## src/rtl/spi_port.sv

```systemverilog
module spi_port (
  input  logic       clk,
  input  logic       rst_n,
  input  logic       bus_en,
  input  logic       bus_we,
  input  logic [1:0] bus_addr,
  input  logic [7:0] bus_wdata,
  output logic [7:0] bus_rdata,
  output logic       irq,
  output logic       sck_o,
  output logic       sck_oe,
  input  logic       sck_i,
  output logic       mosi_o,
  output logic       mosi_oe,
  input  logic       mosi_i,
  output logic       miso_o,
  output logic       miso_oe,
  input  logic       miso_i,
  input  logic       ss_n
);
  localparam int BITS = 8;
  localparam int CW = $clog2(BITS);
  localparam int DW = 6;
  localparam logic [1:0] A_CTRL = 2'd0, A_STAT = 2'd1, A_DATA = 2'd2;

  logic [7:0] ctrl, sh, rxbuf, txbuf, nxt;
  logic [CW-1:0] bcnt;
  logic [DW-1:0] dcnt, half;
  logic [2:0] sck_s;
  logic [1:0] ss_s, mosi_s;
  logic lat, run, sck_q, spif, wcol, armed, txfull;
  logic dbl, lsbf, mstr, en, ie, enh;
  logic busy, sel_s, tick, rise, fall, last, out_bit;
  logic dwr, drd, srd, cwr, load, direct, wset, clr;

  assign dbl  = ctrl[2];
  assign lsbf = ctrl[3];
  assign mstr = ctrl[4];
  assign en   = ctrl[5];
  assign ie   = ctrl[6];
  assign enh  = ctrl[7];

  always_comb
    case (ctrl[1:0])
      2'd0:    half = dbl ? DW'(1)  : DW'(2);
      2'd1:    half = dbl ? DW'(4)  : DW'(8);
      2'd2:    half = dbl ? DW'(16) : DW'(32);
      default: half = dbl ? DW'(32) : DW'(64);
    endcase

  assign busy    = run | (bcnt != '0);
  assign sel_s   = en & ~mstr & ~ss_s[1];
  assign tick    = run & (dcnt == half - DW'(1));
  assign rise    = mstr ? (tick & ~sck_q) : (sel_s & sck_s[1] & ~sck_s[2]);
  assign fall    = mstr ? (tick & sck_q)  : (sel_s & ~sck_s[1] & sck_s[2]);
  assign last    = fall & (bcnt == CW'(BITS - 1));
  assign out_bit = lsbf ? sh[0] : sh[BITS-1];
  assign nxt     = lsbf ? {lat, sh[BITS-1:1]} : {sh[BITS-2:0], lat};

  assign cwr    = bus_en & bus_we & (bus_addr == A_CTRL);
  assign srd    = bus_en & ~bus_we & (bus_addr == A_STAT);
  assign dwr    = bus_en & bus_we & (bus_addr == A_DATA);
  assign drd    = bus_en & ~bus_we & (bus_addr == A_DATA);
  assign load   = enh & en & txfull & ~busy;
  assign direct = ~enh & dwr & ~busy;
  assign wset   = dwr & (enh ? (txfull & ~load) : busy);
  assign clr    = armed & (dwr | drd);

  always_ff @(posedge clk or negedge rst_n)
    if (!rst_n) begin
      ctrl <= '0; sh <= '0; rxbuf <= '0; txbuf <= '0;
      lat <= 1'b0; run <= 1'b0; sck_q <= 1'b0; spif <= 1'b0; wcol <= 1'b0;
      armed <= 1'b0; txfull <= 1'b0; bcnt <= '0; dcnt <= '0;
      sck_s <= '0; ss_s <= 2'b11; mosi_s <= '0;
    end else begin
      sck_s  <= {sck_s[1:0], sck_i};
      ss_s   <= {ss_s[0], ss_n};
      mosi_s <= {mosi_s[0], mosi_i};
      if (cwr) ctrl <= bus_wdata;
      dcnt <= (run & ~tick) ? dcnt + DW'(1) : '0;
      if (tick) sck_q <= ~sck_q;
      if (rise) lat <= mstr ? miso_i : mosi_s[1];
      if (fall) begin
        sh   <= nxt;
        bcnt <= bcnt + CW'(1);
      end else if (load) sh <= txbuf;
      else if (direct) sh <= bus_wdata;
      if (~mstr & ss_s[1]) bcnt <= '0;
      if (last) begin
        run   <= 1'b0;
        rxbuf <= nxt;
      end else if ((load | direct) & mstr & en) run <= 1'b1;
      if (enh & dwr & (~txfull | load)) begin
        txbuf  <= bus_wdata;
        txfull <= 1'b1;
      end else if (load) txfull <= 1'b0;
      spif <= last | (spif & ~clr);
      wcol <= wset | (wcol & ~clr);
      if (srd) armed <= 1'b1;
      else if (dwr | drd) armed <= 1'b0;
    end

  always_comb
    case (bus_addr)
      A_CTRL:  bus_rdata = ctrl;
      A_STAT:  bus_rdata = {spif, wcol, 4'b0, busy, ~txfull};
      A_DATA:  bus_rdata = rxbuf;
      default: bus_rdata = '0;
    endcase

  assign irq     = ie & spif;
  assign sck_o   = sck_q;
  assign sck_oe  = en & mstr;
  assign mosi_o  = out_bit;
  assign mosi_oe = en & mstr;
  assign miso_o  = out_bit;
  assign miso_oe = en & ~mstr & ~ss_n;

  p_slave_idle_r3: assert property (@(posedge clk) disable iff (!rst_n)
    (!mstr && ss_s[1]) |=> (bcnt == '0));
  p_sck_hold_r4: assert property (@(posedge clk) disable iff (!rst_n)
    (run && !tick) |=> $stable(sck_q));
  p_done_set_r7: assert property (@(posedge clk) disable iff (!rst_n)
    last |=> spif);
  p_rx_hold_r8: assert property (@(posedge clk) disable iff (!rst_n)
    !last |=> $stable(rxbuf));
  p_collide_r9: assert property (@(posedge clk) disable iff (!rst_n)
    (dwr && busy && !enh && !fall) |=> (wcol && $stable(sh)));
  p_buf_keep_r10: assert property (@(posedge clk) disable iff (!rst_n)
    (enh && dwr && txfull && !load) |=> (txfull && wcol && $stable(txbuf)));
  p_set_wins_r11: assert property (@(posedge clk) disable iff (!rst_n)
    (clr && last) |=> spif);
endmodule

```

## config.mk

```make
export PLATFORM = sky130hd
export DESIGN_NAME = spi_port
export DESIGN_NICKNAME = d
export VERILOG_FILES = /design/src/rtl/spi_port.sv
export SDC_FILE = /design/constraint.sdc
export NUM_CORES = 1
export LEC_CHECK = 0
export BUFFER_PORTS_ARGS = -buffer_cell sky130_fd_sc_hd__buf_2
export CAP_MARGIN = 20
export CORE_MARGIN = 5
export CORE_UTILIZATION = 40
export DETAILED_ROUTE_END_ITERATION = 7
export PLACE_DENSITY = 0.6
export SKIP_CTS_REPAIR_TIMING = 1
export SLEW_MARGIN = 20
export SYNTH_ARGS = -nofsm -noshare
export SYNTH_HDL_FRONTEND = slang
export SYNTH_SLANG_ARGS = --single-unit
```

## constraint.sdc

```tcl
create_clock -name clk -period 3.3 [get_ports clk]
set_input_delay 0.33 -clock clk [delete_from_list [all_inputs] [get_ports clk]]
set_output_delay 0.33 -clock clk [all_outputs]
set_load 0.03 [all_outputs]
```

## Word-level counts from Yosys, hierarchy flattened

Index checks and enable logic that the tools add are counted.
W data, S select, Z words.

- Flip-flop bits (word level): 55
- Input bits: 18
- Output and inout bits: 15
- Word-level logic and storage cells: 111

- $add $sub $neg: 3
- Equal/unequal tests: 6
- Muxes and demuxes: 24
- Bitwise operators: 54
- Reduce and logical (&&, ||, !) cells: 8

Operators with widths:

| operator | count |
|---|---|
| $and A1 B1 Y1 | 35 |
| $mux W8 | 4 |
| $pmux W8 S3 | 1 |
| $mux W6 | 3 |
| $pmux W6 S3 | 1 |
| $not A1 Y1 | 13 |
| $mux W1 | 11 |
| $reduce_bool A2 Y1 | 4 |
| $add A6 B1 Y6 const B | 1 |
| $eq A6 B6 Y1 | 1 |
| $mux W3 | 2 |
| $or A1 B1 Y1 | 6 |
| $reduce_bool A3 Y1 | 2 |
| $sub A6 B1 Y6 const B | 1 |
| $eq A2 B1 Y1 const B | 2 |
| $eq A2 B2 Y1 const B | 2 |
| $logic_not A2 Y1 | 2 |
| $mux W4 | 1 |
| $add A3 B1 Y3 const B | 1 |
| $eq A3 B3 Y1 const B | 1 |
| $mux W2 | 1 |

## Logic depth before layout (Yosys ltp)

Gate-level depths: netlist (run 1).

- Word-level depth: 9
- Gate-level depth with buffers: 11

## Worst setup path after synthesis (run 1)

Ideal clock, no wire load.

- Kind: register -> register
- Start: reg ctrl[1]
- End: reg sh[1]
- Setup time: 0.125 ns
- Data arrival time: 2.644 ns
- Required time: 3.175 ns
- Slack: 0.531 ns
- Stages on the path, launching flop included: 11
- Cell sequence: dfrtp_1 buf_6 or3_2 ha_1 xnor2_1 a211oi_1 o211ai_1 nor4_4 a41oi_2 buf_6 mux2_4

- Longest elaborated chain between the ends: 8

RTL lines:

| item | RTL line | RTL |
|---|---|---|
| start: declaration | 26 | `logic [7:0] ctrl, sh, rxbuf, txbuf, nxt;` |
| start signal: assignment | 79 | `if (cwr) ctrl <= bus_wdata;` |
| $eq A2 B2 Y1 (tied with other cells) | 44 | `case (ctrl[1:0])` |
| $pmux W6 S3 * | 44 |  |
| $sub A6 B1 Y6 * | 53 | `assign tick = run & (dcnt == half - DW'(1));` |
| $eq A6 B6 Y1 * | 53 |  |
| $and A1 B1 Y1 * | 53 |  |
| $and A1 B1 Y1 * | 55 | `assign fall = mstr ? (tick & sck_q) : (sel_s & ~sck_s[1] & sck_s[2]);` |
| $mux W1 * | 55 |  |
| $reduce_bool A3 Y1 (no line) / $mux W8 (equally long branches) | n/a |  |
| end signal: assignment | 84 | `sh <= nxt;` |
| end signal: assignment | 86 | `end else if (load) sh <= txbuf;` |
| end signal: assignment | 87 | `else if (direct) sh <= bus_wdata;` |
| end: declaration | 26 |  |

Every way passes the cells marked *; elsewhere a longest branch is shown, timed or not.
A chain may end at the register's enable or synchronous reset.

## Worst setup path after layout (run 1)

- Start: reg ctrl[1]
- End: reg sh[7]

Same word-level chain as after synthesis.

==> results.py, run 1 <==
metrics = {
    "run_status": {
        "run_status": "finished, final reports clean",
    },
    "sta": {
        "finalHoldViolCount": 0,
        "holdWs_ns": 0.003007,
        "period_needed_ns": 2.937,
        "share_of_the_clock_period_used_by_the_worst_path_after_layout_pct": 88.99,
        "tightestPinTransition_ns": 0.8770,
        "timing.setup.tns_ns": 0,
        "grt_setup_unrepaired": "false",
        "worst_clock_skew_ns": 0.009792,
        "slew_headroom_pct": 41.28,
        "maxClockFrequency_mhz": 340.5,
        "final_max_slew_viol_count": 0,
        "setup_viol": 0,
    },
    "synth": {
        "synthDominantCellAreaShare_pct": 45.61,
        "most_used_flip_flop_cell_after_synthesis": "sky130_fd_sc_hd__dfrtp_1",
        "synthMostInstantiatedCell": "sky130_fd_sc_hd__dfrtp_1",
        "synth.cell_area_um2": 2908,
        "syn-num-nets": 273,
        "number_of_storage_elements_in_the_synthesis_netlist": 55,
        "netlist-cell-type-count": 45,
        "synth.yosys.seq_area_share_pct": 47.42,
        "yosys.area.top_type": "sky130_fd_sc_hd__dfrtp_1",
        "asyncSetResetFlopFracSynth_pct": 100.0,
        "cell_count_after_synthesis": 250,
        "syn_area_per_cell_um2": 11.63,
        "yosys_warnings": 0,
        "synthTopCellsByCount": "sky130_fd_sc_hd__dfrtp_1 (53), sky130_fd_sc_hd__mux2_2 (34), sky130_fd_sc_hd__nand2_1 (22), sky130_fd_sc_hd__nor2_1 (19), sky130_fd_sc_hd__mux2i_1 (18)",
        "ys_top_cells_by_area": "sky130_fd_sc_hd__dfrtp_1 (46%), sky130_fd_sc_hd__mux2_2 (13%), sky130_fd_sc_hd__mux2i_1 (6.2%)",
        "synth_enable_flop_cells": 0,
    },
    "die": {
        "die_y_um": 95.26,
        "die_width_um": 95.26,
        "boundaryPins": 33,
        "coreArea_um2": 7176,
        "placementRows": 31,
        "initial_utilization_pct": 40.52,
        "dieArea_um2": 9074,
    },
    "placed_design": {
        "gp_routability_congestion": 0.8034,
        "place_hpwl_mm": 4.240,
        "dp_cells": 375,
        "port-buffer-count": 32,
        "post_dp_cell_area_um2": 3142,
    },
    "clocking": {
        "insertion_delay_ns": 0.31,
        "clkSlewWorstSetupHoldPaths_ns": 0.10,
        "cts_inserted_buffers": 5,
        "cts-root-to-sink-buffers": 2,
        "htree_levels": 2,
        "tritoncts": "built",
        "clk_root_buffer_cell": "sky130_fd_sc_hd__clkbuf_8",
        "clock_sink_count": 55,
    },
    "global_route": {
        "global_route_wire_length_before_repair_mm": 9.908,
        "grt_remaining_overflow": 0,
        "grt_antenna_before_repair": 0,
        "grt.met2_usage_pct": 22.16,
        "grt_pass1_vias": 2022,
        "grt_util_met1_pct": 19.29,
        "grt_util_met3_pct": 2.210,
        "grt_max_degree": 46,
        "grt_busiest_layer": "met2",
        "track_usage_pct": 14.16,
    },
    "worst_setup_path": {
        "crit_path_start": "ctrl[1]",
        "crit_type": "flip-flop to flip-flop",
        "critical_path.startpoint_type": "flip-flop",
        "reg2reg_start": "ctrl[1]",
        "cp.arrival_ns": 3.13,
        "cp-end-kind": "flip-flop",
        "cp.required_ns": 3.49,
        "worstPathMaxFanout": 11,
    },
    "layout": {
        "design.final.nets": 306,
        "finalInstanceArea_um2": 3229,
        "fin_cells": 383,
        "syn2layout_area_growth_pct": 11.06,
        "multiInputGateArea_um2": 1408,
        "final-seq-area_um2": 1379,
        "antennaDiodeCount": 0,
        "post_route_cells_drive_above_1_share_pct": 33.45,
        "layout.filler_cells": 703,
    },
    "routing": {
        "finalWirelength_mm": 5.876,
        "route.antenna.remaining_nets": 0,
        "detailroute.via_count": 1936,
        "detail_route.first_pass.iterations": 4,
        "wl_per_cell_um": 15.34,
        "drc": 0,
        "viasPerCell": 5.055,
        "drt_iter0_drc": 60,
    },
    "worst_hold_path": {
        "min-delay-path-class": "primary input to async pin",
    },
    "pwr": {
        "max-vdd-ir-drop_mv": 0.2106,
        "p_leak_nw": 1.559,
        "pwr_density_cell_nw_per_um2": 660.9,
    },
    "run": {
        "max_cap_viol_count": 0,
    },
}
-- stage by stage --
stage / total power [mW] / utilization, % / setup slack (ns)
6_report: 2.134 / 45.00 / 0.3632
5_1_grt: 2.281 / 45.00 / 0.1711
4_1_cts: 2.158 / 44.97 / 0.3527
3_5_place_dp: 1.784 / 43.78 / 0.3693
3_3_place_gp: 1.767 / 43.78 / 0.4363
2_1_floorplan: 1.609 / - / 0.5311
-- state kept, by name, summed over array words and instances, names as in the netlist, 2 cells and up --
name / count
mosi_s: 2
bcnt: 3
txbuf: 8
dcnt: 6
sh: 8
rxbuf: 8
ctrl: 8
ss_s: 2
sck_s: 3
-- path summary, 6_finish.rpt --
check                                  to  slack, ns  depth (start not counted)
worst max-delay path                sh[7]       0.36                          9
worst min register to register  mosi_s[1]       0.36                          0
worst min-delay path             sck_s[0]      0.003                          1
min in group clk                 sck_s[0]       0.12                          1
worst max register to register      sh[7]       0.36                          9
max in group asynchronous            wcol       2.72                          2
-- layout make-up --
cell class                      instances  area share [%]
Sequential cell                        55           42.70
Tap cell                               99           3.836
Clock inverter                          2          0.3874
Timing Repair Buffer                   37           6.199
Multi-Input combinational cell        175           43.59
Inverter                                9           1.046
Clock buffer                            6           2.247
-- cell families (layout without fill, tap and decap cells) --
group,after synthesis,in the layout,share of synthesized area (%)
simple gates,69,69,12.61
mux,59,59,22.98
flops,55,55,47.42
compound gates,33,33,7.961
buf+inv,20,54,4.173
xor+xnor,9,9,2.711
fa+ha+maj,5,5,2.151
-- report_power, final --
part	leakage, nW	total [mW]	switching [mW]	internal (mW)
logic	0.828	0.748	0.369	0.379
clock network	0.0412	0.371	0.222	0.149
registers	0.690	1.02	0.172	0.843
total	1.56	2.13	0.763	1.37
-- worst max-delay path, cell delays in order, from the launching register on --
cell	delay, ns
sky130_fd_sc_hd__dfrtp_1	0.49
sky130_fd_sc_hd__or3_2	0.51
sky130_fd_sc_hd__ha_1	0.30
sky130_fd_sc_hd__xnor2_1	0.13
sky130_fd_sc_hd__a211oi_1	0.21
sky130_fd_sc_hd__o211ai_1	0.16
sky130_fd_sc_hd__nor4_4	0.32
sky130_fd_sc_hd__a41oi_2	0.16
sky130_fd_sc_hd__buf_4	0.23
sky130_fd_sc_hd__mux2_4	0.31
-- layout by cell type (no fill, tap or decap), drive strengths merged, types with 6 or more instances in the layout --
cell type  count
a21oi         12
buf           37
clkbuf         6
dfrtp         53
inv            9
mux2          41
mux2i         18
nand2         22
nor2          19
o21ai          9
-- metal layers --
metal | share of wire (%) | wire, µm
met1 | 47 | 2766
met4 | 2.9 | 171
met5 | 0 | 0
met3 | 3.6 | 209
met2 | 46 | 2728
(Power assumes the default switching activity.)
==> inputs of run 2 (changes only) <==
--- a/config.mk
+++ b/config.mk
@@ -5,6 +5,7 @@
 export SDC_FILE = /design/constraint.sdc
 export NUM_CORES = 1
 export LEC_CHECK = 0
+export ABC_AREA = 1
 export BUFFER_PORTS_ARGS = -buffer_cell sky130_fd_sc_hd__buf_2
 export CAP_MARGIN = 20
 export CORE_MARGIN = 5
==> run 2 against run 1 <==
  * Clock-buffer cell count increased by 1
  * Sequential share of layout area decreased by 0.47 points
  * Total power shrank 7.6%
  * Non-clock buffer count down 4
  * Wire length is 17% higher
  * Clock skew down 0.0012 ns
  * Maximum frequency rose by 19%
  * Via count increased by 30%
  * Die area increased by 1.4%
  * Worst setup slack better by 0.46 ns
  * Global-route usage rose by 1.8 points
==> results.py, run 2 <==
metrics = {
    "die": {
        "initial_utilization_pct": 40.93,
        "coreArea_um2": 7214,
        "dieArea_um2": 9201,
        "boundaryPins": 33,
        "die_width_um": 95.92,
        "placementRows": 31,
        "die_y_um": 95.92,
    },
    "sta": {
        "finalHoldViolCount": 0,
        "tightestPinTransition_ns": 0.7418,
        "slew_headroom_pct": 50.54,
        "timing.setup.tns_ns": 0,
        "grt_setup_unrepaired": "false",
        "maxClockFrequency_mhz": 403.8,
        "setup_viol": 0,
        "final_max_slew_viol_count": 0,
        "worst_clock_skew_ns": 0.008559,
        "period_needed_ns": 2.476,
        "share_of_the_clock_period_used_by_the_worst_path_after_layout_pct": 75.04,
    },
    "clocking": {
        "clk_root_buffer_cell": "sky130_fd_sc_hd__clkbuf_8",
        "htree_levels": 2,
        "cts_inserted_buffers": 5,
        "cts-root-to-sink-buffers": 2,
        "clkSlewWorstSetupHoldPaths_ns": 0.10,
        "clock_sink_count": 55,
        "insertion_delay_ns": 0.31,
        "tritoncts": "built",
    },
    "routing": {
        "wl_per_cell_um": 13.37,
        "drc": 0,
        "route.antenna.remaining_nets": 0,
        "detail_route.first_pass.iterations": 5,
        "finalWirelength_mm": 6.858,
        "detailroute.via_count": 2509,
        "drt_iter0_drc": 186,
        "viasPerCell": 4.891,
    },
    "worst_setup_path": {
        "cp.arrival_ns": 2.69,
        "setup.reg_to_reg.worst_slack_ns": 0.82,
        "cp-end-kind": "flip-flop",
        "crit_type": "flip-flop to flip-flop",
        "cp.required_ns": 3.52,
        "critical_path.startpoint_type": "flip-flop",
        "worstPathMaxFanout": 21,
    },
    "pwr": {
        "pwr_density_cell_nw_per_um2": 603.8,
        "switching_power_mw": 0.7539,
        "share_seq_of_total_power_pct": 48.4,
        "netSwitchingFraction_pct": 38.23,
        "p_leak_nw": 1.686,
        "internal_power_mw": 1.218,
        "gate_power_share_pct": 30.3,
        "total_power_mw": 1.972,
        "max-vdd-ir-drop_mv": 0.2130,
        "clkPwrFrac_pct": 21.2,
    },
    "synth": {
        "synthTopCellsByCount": "sky130_fd_sc_hd__nand2_1 (136), sky130_fd_sc_hd__dfrtp_1 (53), sky130_fd_sc_hd__inv_1 (39), sky130_fd_sc_hd__o21ai_0 (37), sky130_fd_sc_hd__nand3_1 (24)",
        "ys_top_cells_by_area": "sky130_fd_sc_hd__dfrtp_1 (45%), sky130_fd_sc_hd__nand2_1 (17%), sky130_fd_sc_hd__o21ai_0 (6.3%)",
        "asyncSetResetFlopFracSynth_pct": 100.0,
        "syn-num-nets": 410,
        "most_used_flip_flop_cell_after_synthesis": "sky130_fd_sc_hd__dfrtp_1",
        "cell_count_after_synthesis": 387,
        "syn_area_per_cell_um2": 7.630,
        "yosys_warnings": 0,
        "synthDominantCellAreaShare_pct": 44.92,
        "synth.cell_area_um2": 2953,
        "number_of_storage_elements_in_the_synthesis_netlist": 55,
        "synth.yosys.seq_area_share_pct": 46.69,
        "synth_enable_flop_cells": 0,
        "synthMostInstantiatedCell": "sky130_fd_sc_hd__nand2_1",
        "yosys.area.top_type": "sky130_fd_sc_hd__dfrtp_1",
        "netlist-cell-type-count": 30,
    },
    "global_route": {
        "global_route_wire_length_before_repair_mm": 11.43,
        "track_usage_pct": 15.98,
        "grt_max_degree": 34,
        "grt_remaining_overflow": 0,
        "grt_antenna_before_repair": 0,
        "grt_pass1_vias": 2368,
    },
    "layout": {
        "post_route_cells_drive_above_1_share_pct": 13.04,
        "finalInstanceArea_um2": 3266,
        "antennaDiodeCount": 0,
        "design.final.nets": 436,
        "most-common-layout-cells": "sky130_fd_sc_hd__nand2_1 (136), sky130_fd_sc_hd__dfrtp_1 (53), sky130_fd_sc_hd__inv_1 (39)",
        "layout.cells.most_common": "sky130_fd_sc_hd__nand2_1",
        "syn2layout_area_growth_pct": 10.59,
    },
    "run_status": {
        "run_status": "finished, final reports clean",
    },
    "placed_design": {
        "place_hpwl_mm": 5.230,
        "gp_routability_congestion": 0.8970,
        "post_dp_cell_area_um2": 3162,
        "port-buffer-count": 32,
    },
    "run": {
        "max_cap_viol_count": 0,
    },
    "worst_hold_path": {
        "min-delay-path-class": "primary input to async pin",
    },
}
[run 2: worst max-delay path, stage by stage (launching register included)]
cell and delay [ns]:
sky130_fd_sc_hd__dfrtp_1 0.44, sky130_fd_sc_hd__inv_1 0.17, sky130_fd_sc_hd__nand3_1 0.12, sky130_fd_sc_hd__ha_1 0.31, sky130_fd_sc_hd__inv_1 0.04, sky130_fd_sc_hd__nand2_1 0.05, sky130_fd_sc_hd__nand2_1 0.06, sky130_fd_sc_hd__nor2_1 0.10
sky130_fd_sc_hd__nand3_1 0.10, sky130_fd_sc_hd__nor2_2 0.13, sky130_fd_sc_hd__nand4_4 0.26, sky130_fd_sc_hd__nand2_4 0.29, sky130_fd_sc_hd__nand2_2 0.16, sky130_fd_sc_hd__nand2_1 0.10, sky130_fd_sc_hd__nand2_1 0.05
[run 2: layer usage]
| layer | GRT usage [%] | routed length [µm] | vias to the layer above |
|---|---|---|---|
| li1 | - | - | 1298 |
| met1 | 22.72 | 3371 | 1134 |
| met2 | 25.01 | 3056 | 69 |
| met3 | 2.424 | 360 | 8 |
| met4 | 5.095 | 70 | 0 |
| met5 | 0 | 0 | - |
[run 2: cell families after synthesis]
family,synth area share [%]
AOI/OAI and AO/OA,9.916
DFF,46.69
muxes,0.3390
xor gates and xnor gates,0.8900
and+or+nand+nor,32.03
adders and majority gates,2.119
buffers and inverters,8.008
[run 2: power groups by stage]
stage	Sequential, mW	Clock, mW	Combinational [mW]
3_3_place_gp	0.965	0	0.588
6_report	0.955	0.419	0.598
3_5_place_dp	0.967	0	0.597
5_1_grt	0.979	0.458	0.678
2_1_floorplan	0.914	0	0.480
4_1_cts	0.954	0.431	0.600
[run 2: worst paths after layout]
kind	startpoint	end	cells after the start
min reg2reg	mosi_s[0]	mosi_s[1]	0
max	ctrl[0]	rxbuf[5]	14
min in group clk	ss_n	ss_s[0]	1
max reg2reg	ctrl[0]	rxbuf[5]	14
max in group asynchronous	rst_n	sh[1]	2
min	rst_n	txbuf[7]	1
[run 2: layout make-up]
type / count / area, µm²
fillers: 752 / 3949
repair buffers: 33 / 167.7
flip-flops and latches: 55 / 1379
inverters: 41 / 153.9
clock inverters: 1 / 7.507
clock buffers: 7 / 96.34
multi-input cells: 277 / 1338
well taps: 99 / 123.9
[run 2: through the flow]
step                      hold WS (ns)  instances  setup slack (ns)  utilization (%)
after floorplan                0.03441        387             1.173                -
after global placement          0.3352        505            0.9483            43.83
after detailed placement        0.3356        505            0.8230            43.83
after CTS                      0.09709        513            0.8117            45.27
after global routing            0.1007        513            0.5051            45.27
final                          0.07115        513            0.8236            45.27
==> inputs of run 3 (changes only) <==
--- a/config.mk
+++ b/config.mk
@@ -11,7 +11,7 @@
 export CORE_MARGIN = 5
 export CORE_UTILIZATION = 40
 export DETAILED_ROUTE_END_ITERATION = 7
-export PLACE_DENSITY = 0.6
+export PLACE_DENSITY = 0.62
 export SKIP_CTS_REPAIR_TIMING = 1
 export SLEW_MARGIN = 20
 export SYNTH_ARGS = -nofsm -noshare
==> constraint.sdc (replaced) <==
create_clock -name clk -period 2.02 [get_ports clk]
set_input_delay 0.202 -clock clk [delete_from_list [all_inputs] [get_ports clk]]
set_output_delay 0.202 -clock clk [all_outputs]
set_load 0.03 [all_outputs]
==> run 3 against run 2 <==
  * Final cell count up 4.1%
  * Clock-buffer cell count down 1
  * First-iteration DRC count down 2.7%
  * Flip-flop and latch count unchanged
  * The run now ends with setup timing left
  * Wire length up 3.4%
  * Sequential power up 61%
  * Combinational power up 86%
  * Sequential share of layout area down 3.0 points
  * Via count up 3.9%
  * Non-clock buffer count up 21
  * Worst setup slack worse by 0.87 ns
  * Hold slack better by 0.078 ns
==> results.py, run 3 (same netlist as run 2, synthesis figures left out) <==
metrics = {
    "pwr": {
        "max-vdd-ir-drop_mv": 0.3714,
        "p_leak_nw": 1.811,
        "pwr_density_cell_nw_per_um2": 940.5,
        "total_power_mw": 3.310,
    },
    "worst_setup_path": {
        "critPathTopFamily": "simple AND/OR/NAND/NOR gates",
        "crit_type": "flip-flop to flip-flop",
        "cp-end-kind": "flip-flop",
        "worst-path-buf-inv": 3,
        "cp_cell_sequence": "inv_2 > nand3_2 > ha_4 > inv_2 > nand2_1 > nand2_1 > nor2_1 > nand3_1 > nor2_2 > nand4_4 > nand2_8 > buf_6 > nand2_2 > nand2_1 > nand2_1",
        "cp.arrival_ns": 2.27,
        "ff2ff_path_depth": 15,
        "cpMaxStageDelayCell": "sky130_fd_sc_hd__dfrtp_2",
        "critical_path.most_common_cell": "sky130_fd_sc_hd__nand2_1",
        "timing.critical_path.slowest_cell_delay_ns": 0.46,
        "setup.reg_to_reg.worst_slack_ns": -0.04,
        "worstPathMaxFanout": 8,
        "reg2reg_start": "ctrl[2]",
        "cp.required_ns": 2.23,
        "worst_flop_to_flop_path_endpoint": "sh[0]",
        "critical_path_depth": 15,
        "critical_path.startpoint_type": "flip-flop",
    },
    "worst_hold_path": {
        "hold-path-endpoint": "armed",
        "min_from": "bus_en",
        "min-delay-path-class": "primary input to flip-flop",
        "holdPathStages": 2,
    },
    "sta": {
        "grt_setup_unrepaired": "true",
        "tightestPinTransition_ns": 0.5777,
        "period_needed_ns": 2.063,
        "final_max_slew_viol_count": 0,
        "share_of_the_clock_period_used_by_the_worst_path_after_layout_pct": 102.1,
        "worst_clock_skew_ns": 0.008858,
        "fin_ws_ns": -0.04300,
        "maxClockFrequency_mhz": 484.7,
        "slew_headroom_pct": 61.48,
        "finalHoldViolCount": 0,
        "setup_viol": 5,
    },
    "layout": {
        "most-common-layout-cells": "sky130_fd_sc_hd__nand2_1 (129), sky130_fd_sc_hd__dfrtp_1 (52), sky130_fd_sc_hd__o21ai_0 (37)",
        "layout.filler_cells": 726,
        "post_route_cells_drive_above_1_share_pct": 19.54,
        "layout.cells.most_common": "sky130_fd_sc_hd__nand2_1",
        "syn2layout_area_growth_pct": 19.20,
        "design.final.nets": 457,
        "antennaDiodeCount": 0,
        "post-route-util_pct": 48.79,
    },
    "die": {
        "dieArea_um2": 9201,
        "placementRows": 31,
        "boundaryPins": 33,
        "die_width_um": 95.92,
        "initial_utilization_pct": 40.93,
        "die_y_um": 95.92,
        "coreArea_um2": 7214,
    },
    "routing": {
        "wl_met2_mm": 3.226,
        "top_signal_layer_used": "met4",
        "viasPerCell": 4.882,
        "wl_per_cell_um": 13.28,
        "detail_route.first_pass.iterations": 4,
        "wl_on_met1_mm": 3.361,
        "finalWirelength_mm": 7.094,
        "route.antenna.remaining_nets": 0,
        "drt_iter0_drc": 181,
        "met3_length_um": 418,
        "drc": 0,
        "detailroute.via_count": 2607,
    },
    "placed_design": {
        "place_hpwl_mm": 5.405,
        "gp_routability_congestion": 0.8898,
        "port-buffer-count": 32,
    },
    "clocking": {
        "insertion_delay_ns": 0.31,
        "tritoncts": "built",
        "cts_inserted_buffers": 5,
        "cts-root-to-sink-buffers": 2,
        "clk_root_buffer_cell": "sky130_fd_sc_hd__clkbuf_8",
        "clock_sink_count": 55,
        "clkSlewWorstSetupHoldPaths_ns": 0.10,
        "htree_levels": 2,
    },
    "global_route": {
        "track_usage_pct": 16.50,
        "grt_max_degree": 35,
        "global_route_wire_length_before_repair_mm": 11.76,
        "grt_antenna_before_repair": 0,
        "grt_pass1_vias": 2437,
        "grt_remaining_overflow": 0,
    },
    "run_status": {
        "run_status": "finished with violations",
        "violations_in_the_final_reports": "setup timing",
    },
    "run": {
        "max_cap_viol_count": 0,
    },
}
run 3: cell types whose count changed in the layout (fill, tap and decap cells not counted), sizes merged:
cell	before	now
clkinv	0	1
buf	33	50
dlygate4sd3	0	4
clkbuf	7	6
run 3: layout make-up:
cell class | count | area (µm²) | area share (%)
Tap cell | 99 | 123.9 | 3.519
Multi-Input combinational cell | 277 | 1404 | 39.89
Clock inverter | 2 | 16.27 | 0.4621
Timing Repair Buffer | 54 | 359.1 | 10.20
Inverter | 41 | 153.9 | 4.373
Sequential cell | 55 | 1380 | 39.21
Clock buffer | 6 | 82.58 | 2.346
run 3: worst max-delay path by stage:
stage,start,endpoint,slack (ns)
floorplan,ctrl[3],mosi_o,0.02
global placement,ctrl[0],rxbuf[1],0.06
detailed placement,ctrl[0],rxbuf[4],-0.02
CTS,ctrl[0],rxbuf[4],-0.04
global route,ctrl[1],rxbuf[5],-0.14
finish,ctrl[2],sh[0],-0.04
run 3: report_power, final:
part | internal [mW] | switching (mW)
clock | 0.281 | 0.372
combinational | 0.419 | 0.695
sequential | 1.34 | 0.207
total | 2.04 | 1.27
run 3: metrics by stage:
step | setup TNS, ns | area [µm²] | setup slack [ns] | hold slack (ns) | cells
5_1_grt | -2.176 | 3520 | -0.1415 | 0.1424 | 534
3_5_place_dp | -0.1037 | 3279 | -0.02121 | 0.2018 | 519
3_3_place_gp | 0 | 3279 | 0.05738 | 0.2046 | 519
2_1_floorplan | 0 | 2953 | 0.02117 | -0.09359 | 387
4_1_cts | -0.2268 | 3378 | -0.03573 | -0.1455 | 527
6_report | -0.07590 | 3520 | -0.04300 | 0.1487 | 534
run 3: routing by layer:
metal  vias up  global-route usage (%)
li1       1342                       -
met1      1195                   23.78
met2        64                   25.59
met3         6                   2.502
met4         0                   4.976
met5         -                       0
